$ cat config.mk
export PLATFORM = sky130hd
export DESIGN_NAME = ind_mem_port
export DESIGN_NICKNAME = d
export VERILOG_FILES = /design/src/rtl/ind_mem_port_pkg.sv /design/src/rtl/ind_mem_port_ctrl.sv /design/src/rtl/ind_mem_port_dp.sv /design/src/rtl/ind_mem_port.sv
export SDC_FILE = /design/constraint.sdc
export NUM_CORES = 1
export LEC_CHECK = 0
export ABC_AREA = 1
export BUFFER_PORTS_ARGS = -buffer_cell sky130_fd_sc_hd__buf_2
export CAP_MARGIN = 30
export CORE_UTILIZATION = 47
export CTS_CLUSTER_SIZE = 10
export DETAILED_ROUTE_END_ITERATION = 16
export PLACE_DENSITY = 0.78
export SLEW_MARGIN = 20
export SYNTH_ARGS = -nofsm -noshare
export SYNTH_HDL_FRONTEND = slang
export SYNTH_SLANG_ARGS = --single-unit
$ cat constraint.sdc
create_clock -name clk -period 1.8 [get_ports clk]
set_input_delay 0.18 -clock clk [delete_from_list [all_inputs] [get_ports clk]]
set_output_delay 0.18 -clock clk [all_outputs]
set_load 0.02 [all_outputs]
$ cat src/rtl/ind_mem_port_pkg.sv
package ind_mem_port_pkg;
  localparam logic [7:0] REG_PTR_LO  = 8'hC0;
  localparam logic [7:0] REG_PTR_MID = 8'hC1;
  localparam logic [7:0] REG_PTR_HI  = 8'hC2;
  localparam logic [7:0] REG_STATUS  = 8'hC3;
  localparam logic [7:0] REG_START   = 8'hC4;
  localparam logic [2:0] MODE_INDIRECT = 3'b111;

  typedef struct packed {
    logic ldLo;
    logic ldMid;
    logic ldHi;
    logic arm;
    logic memGo;
    logic memWrite;
    logic wordOp;
    logic fault;
    logic capRead;
  } strobe_t;
endpackage

$ cat src/rtl/ind_mem_port_ctrl.sv
module ind_mem_port_ctrl
  import ind_mem_port_pkg::*;
(
  input  logic [2:0] modeCfg,
  input  logic       hostSel,
  input  logic       hostCmd,
  input  logic       hostWr,
  input  logic       hostWord,
  input  logic [7:0] hostAddr,
  input  logic       armed,
  input  logic       activeOdd,
  output strobe_t    stb
);
  logic cmdWrite;
  logic dataReq;

  always_comb begin
    cmdWrite = hostSel && hostCmd && hostWr;
    dataReq  = hostSel && !hostCmd && armed && (modeCfg == MODE_INDIRECT);

    stb          = '0;
    stb.ldLo     = cmdWrite && (hostAddr == REG_PTR_LO);
    stb.ldMid    = cmdWrite && (hostAddr == REG_PTR_MID);
    stb.ldHi     = cmdWrite && (hostAddr == REG_PTR_HI);
    stb.arm      = cmdWrite && (hostAddr == REG_START);
    stb.capRead  = hostSel && hostCmd && !hostWr;
    stb.fault    = dataReq && hostWord && activeOdd;
    stb.memGo    = dataReq && !stb.fault;
    stb.memWrite = hostWr;
    stb.wordOp   = hostWord;
  end
endmodule

$ cat src/rtl/ind_mem_port_dp.sv
module ind_mem_port_dp
  import ind_mem_port_pkg::*;
#(
  parameter int PTR_W  = 17,
  parameter int DATA_W = 16
) (
  input  logic              clk,
  input  logic              rstN,
  input  strobe_t           stb,
  input  logic [7:0]        hostAddr,
  input  logic [DATA_W-1:0] hostWdata,
  output logic [DATA_W-1:0] hostRdata,
  output logic              armed,
  output logic              activeOdd,
  output logic              memEn,
  output logic              memWe,
  output logic [PTR_W-1:0]  memAddr,
  output logic [1:0]        memBe,
  output logic [DATA_W-1:0] memWdata,
  input  logic [DATA_W-1:0] memRdata
);
  localparam int HALF_W = DATA_W / 2;
  localparam int HI_W   = PTR_W - 16;

  logic [PTR_W-1:0]  shadowPtr;
  logic [PTR_W-1:0]  activePtr;
  logic              errFlag;
  logic [DATA_W-1:0] regQ;
  logic [DATA_W-1:0] regMux;
  logic              fromMem;
  logic              laneHiQ;
  logic              wordQ;
  logic [PTR_W-1:0]  stepVal;

  assign activeOdd = activePtr[0];
  assign stepVal   = stb.wordOp ? PTR_W'(2) : PTR_W'(1);

  always_comb begin
    regMux = '0;
    case (hostAddr)
      REG_PTR_LO:  regMux[7:0]      = shadowPtr[7:0];
      REG_PTR_MID: regMux[7:0]      = shadowPtr[15:8];
      REG_PTR_HI:  regMux[HI_W-1:0] = shadowPtr[PTR_W-1:16];
      REG_STATUS:  regMux[1:0]      = {armed, errFlag};
      default:     regMux           = '0;
    endcase
  end

  always_ff @(posedge clk or negedge rstN) begin
    if (!rstN) begin
      shadowPtr <= '0;
      activePtr <= '0;
      armed     <= 1'b0;
      errFlag   <= 1'b0;
      regQ      <= '0;
      fromMem   <= 1'b0;
      laneHiQ   <= 1'b0;
      wordQ     <= 1'b0;
    end else begin
      if (stb.ldLo)  shadowPtr[7:0]       <= hostWdata[7:0];
      if (stb.ldMid) shadowPtr[15:8]      <= hostWdata[7:0];
      if (stb.ldHi)  shadowPtr[PTR_W-1:16] <= hostWdata[HI_W-1:0];
      if (stb.arm) begin
        activePtr <= shadowPtr;
        armed     <= 1'b1;
        errFlag   <= 1'b0;
      end
      if (stb.memGo) activePtr <= activePtr + stepVal;
      if (stb.fault) errFlag <= 1'b1;
      if (stb.capRead) begin
        regQ    <= regMux;
        fromMem <= 1'b0;
      end
      if (stb.memGo && !stb.memWrite) begin
        fromMem <= 1'b1;
        laneHiQ <= activePtr[0];
        wordQ   <= stb.wordOp;
      end
    end
  end

  always_comb begin
    if (!fromMem)   hostRdata = regQ;
    else if (wordQ) hostRdata = memRdata;
    else if (laneHiQ)
      hostRdata = {{HALF_W{1'b0}}, memRdata[DATA_W-1:HALF_W]};
    else
      hostRdata = {{HALF_W{1'b0}}, memRdata[HALF_W-1:0]};
  end

  always_comb begin
    memEn    = stb.memGo;
    memWe    = stb.memGo && stb.memWrite;
    memAddr  = activePtr;
    memBe    = 2'b00;
    if (stb.memGo)
      memBe = stb.wordOp ? 2'b11 : (activePtr[0] ? 2'b10 : 2'b01);
    memWdata = stb.wordOp ? hostWdata : {2{hostWdata[HALF_W-1:0]}};
  end
endmodule

$ cat src/rtl/ind_mem_port.sv
module ind_mem_port
  import ind_mem_port_pkg::*;
#(
  parameter int PTR_W  = 17,
  parameter int DATA_W = 16
) (
  input  logic              clk,
  input  logic              rstN,
  input  logic [2:0]        modeCfg,
  input  logic              hostSel,
  input  logic              hostCmd,
  input  logic              hostWr,
  input  logic              hostWord,
  input  logic [7:0]        hostAddr,
  input  logic [DATA_W-1:0] hostWdata,
  output logic [DATA_W-1:0] hostRdata,
  output logic              memEn,
  output logic              memWe,
  output logic [PTR_W-1:0]  memAddr,
  output logic [1:0]        memBe,
  output logic [DATA_W-1:0] memWdata,
  input  logic [DATA_W-1:0] memRdata
);
  strobe_t stb;
  logic    armed;
  logic    activeOdd;

  ind_mem_port_ctrl ctrl_i (
    .modeCfg  (modeCfg),
    .hostSel  (hostSel),
    .hostCmd  (hostCmd),
    .hostWr   (hostWr),
    .hostWord (hostWord),
    .hostAddr (hostAddr),
    .armed    (armed),
    .activeOdd(activeOdd),
    .stb      (stb)
  );

  ind_mem_port_dp #(.PTR_W(PTR_W), .DATA_W(DATA_W)) dp_i (
    .clk      (clk),
    .rstN     (rstN),
    .stb      (stb),
    .hostAddr (hostAddr),
    .hostWdata(hostWdata),
    .hostRdata(hostRdata),
    .armed    (armed),
    .activeOdd(activeOdd),
    .memEn    (memEn),
    .memWe    (memWe),
    .memAddr  (memAddr),
    .memBe    (memBe),
    .memWdata (memWdata),
    .memRdata (memRdata)
  );
endmodule

==> impl_results.md <==
- Root Driver: clkbuf_8
- HP Class: input pin to flop
- Total grt overflow: 0
- Die Width: 84.41 um
- Crit path max fanout: 30
- Register area: 1177 um2
- Pleak: approximately 2.0 nW
- Main flop type after synthesis: dfrtp_1
- First-pass GRT wire length: 14,120 um
- Clock tree sinks: 47
- Worst hold margin: 148.3 ps
- Max frequency: 588.3 MHz
- Post-Synth Adder-Cell Area: roughly 1.8%
- Largest net degree at the start of global routing: 31
- Period utilization: 94.44%
- Design area: 3885 um2
- Slew Limit Fails: 0
- Synth area leader: dfrtp_1
- RR Startpoint: dp_i.memAddr[0]$_DFFE_PN0P_
- CP Capture Point: memBe[1]
- Post-synth EDFFs: 0
- Number of diodes: 0
- Synth area leaders: dfrtp_1 (37%), nand2_1 (12%), nand3_1 (8.0%)
- CP startpoint kind: flop
- Placement Cell Area: between 3000 and 4000 um2
- PwrDens: around 790 nW/um2
- Max IR drop VDD: 401.1 uV
- Element type at the critical path end: output port
- Worst clock skew: roughly 5.8 ps
- Critical path data required time: between 1500 and 2000 ps
- Antenna-violating nets left: 0
- Worst slew margin: about 58%
- CTS H-tree lvls: 2
- Mapped Cells: 440
- Multi-input gate area: approximately 1700 um2
- Final design utilization: 60.15%
- Full die area: 7125 um2
- Dpl cells: 606
- Setup TNS: 0 ps
- Worst slew pin tran: 622.6 ps
- Number of global-route vias before repair: 3,042
- PnR worst setup slack: 100.0 ps
- Most common library cells after synthesis: nand2_1 (99), nand3_1 (51), inv_1 (50), dfrtp_1 (47), nor2_1 (43)
- Gpl congestion: roughly 0.9
- Wire per inst: 13.55 um
- Complex-gate fraction of the synthesized area: 14.97%
- Total design power: 3.084 mW
- Synth Area in XOR/XNOR: 0.8232%
- Layout cells sized above 1: between 30% and 40%
- Post-CTS Setup Inserts: 0
- R2R Setup Slk: 100 ps
- CP Class: flop to output port
- Hold Path Origin: hostWdata[3]
- Iter 0 DRT Violations: 254
- Clock-pin transition on the worst setup and hold timing paths: about 90 ps
- DP HPWL: approximately 6500 um
- Non-filler instance count after layout: 615
- Starting Density: 49.42%
- Syn Nets: 493
- FF-to-FF End: dp_i.memAddr[16]$_DFFE_PN0P_
- RSZ-0062 raised after global routing: no
- Core Box Area: 6459 um2
- Die height: 84.41 um
- Pre-CTS WS: approximately 1.5 ps
- FF+latch count, synth: 47
- Mux contribution to synthesized area: 0%
- Ys async rst share: 100.0%
- Initial antenna violation count: 0
- Final setup viols: 0
- Num rows: 29
- Area growth, synth to finish: 21.72%
- Worst Path Arrival: 1520 ps
- Boundary Pins: 102
- Final WL: 8334 um
- Netlist Area Pre-Place: 3192 um2
- Vias per inst: approximately 5.3
- Mapped Avg Cell Area: ~7.3 um2
- Max clock buf depth: 2
- Failing checks: DRC
- Drc violations: 6
- Yosys top cell area share: 36.85%
- First-pass DRT Iterations: 11
- DR vias: 3,269
- Filler instances: 603
- Max Cap Viol: 0
- Min cycle time layout: roughly 1700 ps
- Ys Warns: 0
- Area share of and/or/nand/nor cells after synthesis: 33.63%
- Status: finished, violations left
- CTS Buf Count: 5
- Count leader, synth: nand2_1
- Gr usage total: approximately a quarter
- Clk_lat worst skew: 310 ps
- Yosys cell types: 34
- Nets: approximately 600
- Largest family of logic cells by synthesized area: simple AND/OR/NAND/NOR gates
- Seq/Total Area, Yosys: 36.85%
- Worst setup path start: dp_i.memAddr[0]$_DFFE_PN0P_
- PortBufs: around 100
- Worst r2r path cells: 9
- Final hold violations: 0
- CTS tree: built
-- report_power, final --
group,internal (mW),switching [mW],total (mW)
clock,0.555,0.372,0.928
sequential,1.16,0.134,1.30
combinational,0.327,0.531,0.858
-- cells in the final DEF (no fill, tap or decap), drive strengths merged, types with 3 or more instances in the layout --
cell type	count
dfrtp	47
a21oi	20
xnor2	3
buf	113
nand3	55
ha	3
nor2	50
o21ai	48
inv	51
nand3b	3
nand2	108
o211ai	4
o21a	8
clkbuf	6
nand4	8
-- flip-flops by register name, summed over array words and instances, names as in the netlist --
signal          count
dp_i.shadowPtr     17
dp_i.fromMem        1
dp_i.regQ           8
dp_i.armed          1
dp_i.errFlag        1
dp_i.memAddr       17
dp_i.laneHiQ        1
dp_i.wordQ          1
-- area by class of cell --
class	instances	share of cell area [%]
Sequential cell	47	30.31
Tap cell	77	2.480
Timing Repair Buffer	114	15.91
Inverter	54	5.378
Clock buffer	6	1.868
Clock inverter	2	1.546
Multi-Input combinational cell	315	42.51
-- metal layers --
layer	share of wire, %	GRT usage [%]
met1	44	33.52
met2	49	42.18
met3	5.7	3.048
met4	1.6	6.471
met5	0	0
-- what timing repair did --
action / 4_1_cts / 5_1_grt
setup endpoints to repair: 9 / 5
endpoints found under the hold margin: 25 / 0
resized for setup: 4 / 8
pin swaps: 0 / 2
hold buffers: 1 / 0
-- worst max-delay path, cell delays in order (launching register included) --
cell and delay [ps]:
dfrtp_1 390, buf_4 140, nand2_1 90, nand3_2 130, buf_12 200, nor2_1 90
buf_2 170
-- worst min path at each step --
stage                                    end  slack [ps]  cells after the start
6_report       dp_i.shadowPtr[3]$_DFFE_PN0P_         150                      3
2_1_floorplan         dp_i.armed$_DFFE_PN0P_        -120                      0
5_1_grt        dp_i.shadowPtr[5]$_DFFE_PN0P_         170                      3
3_5_place_dp     dp_i.memAddr[1]$_DFFE_PN0P_         230                      1
4_1_cts        dp_i.shadowPtr[3]$_DFFE_PN0P_         150                      3
3_3_place_gp     dp_i.memAddr[8]$_DFFE_PN0P_         230                      1
-- kinds of logic after synthesis --
kind of cell             after synthesis
buffers and inverters                 78
AO/OA/AOI/OAI                         81
AND/OR/NAND/NOR                      227
flip-flops                            47
XOR/XNOR                               3
adder cells (fa/ha/maj)                4
Power figures use the tool's default switching activity.
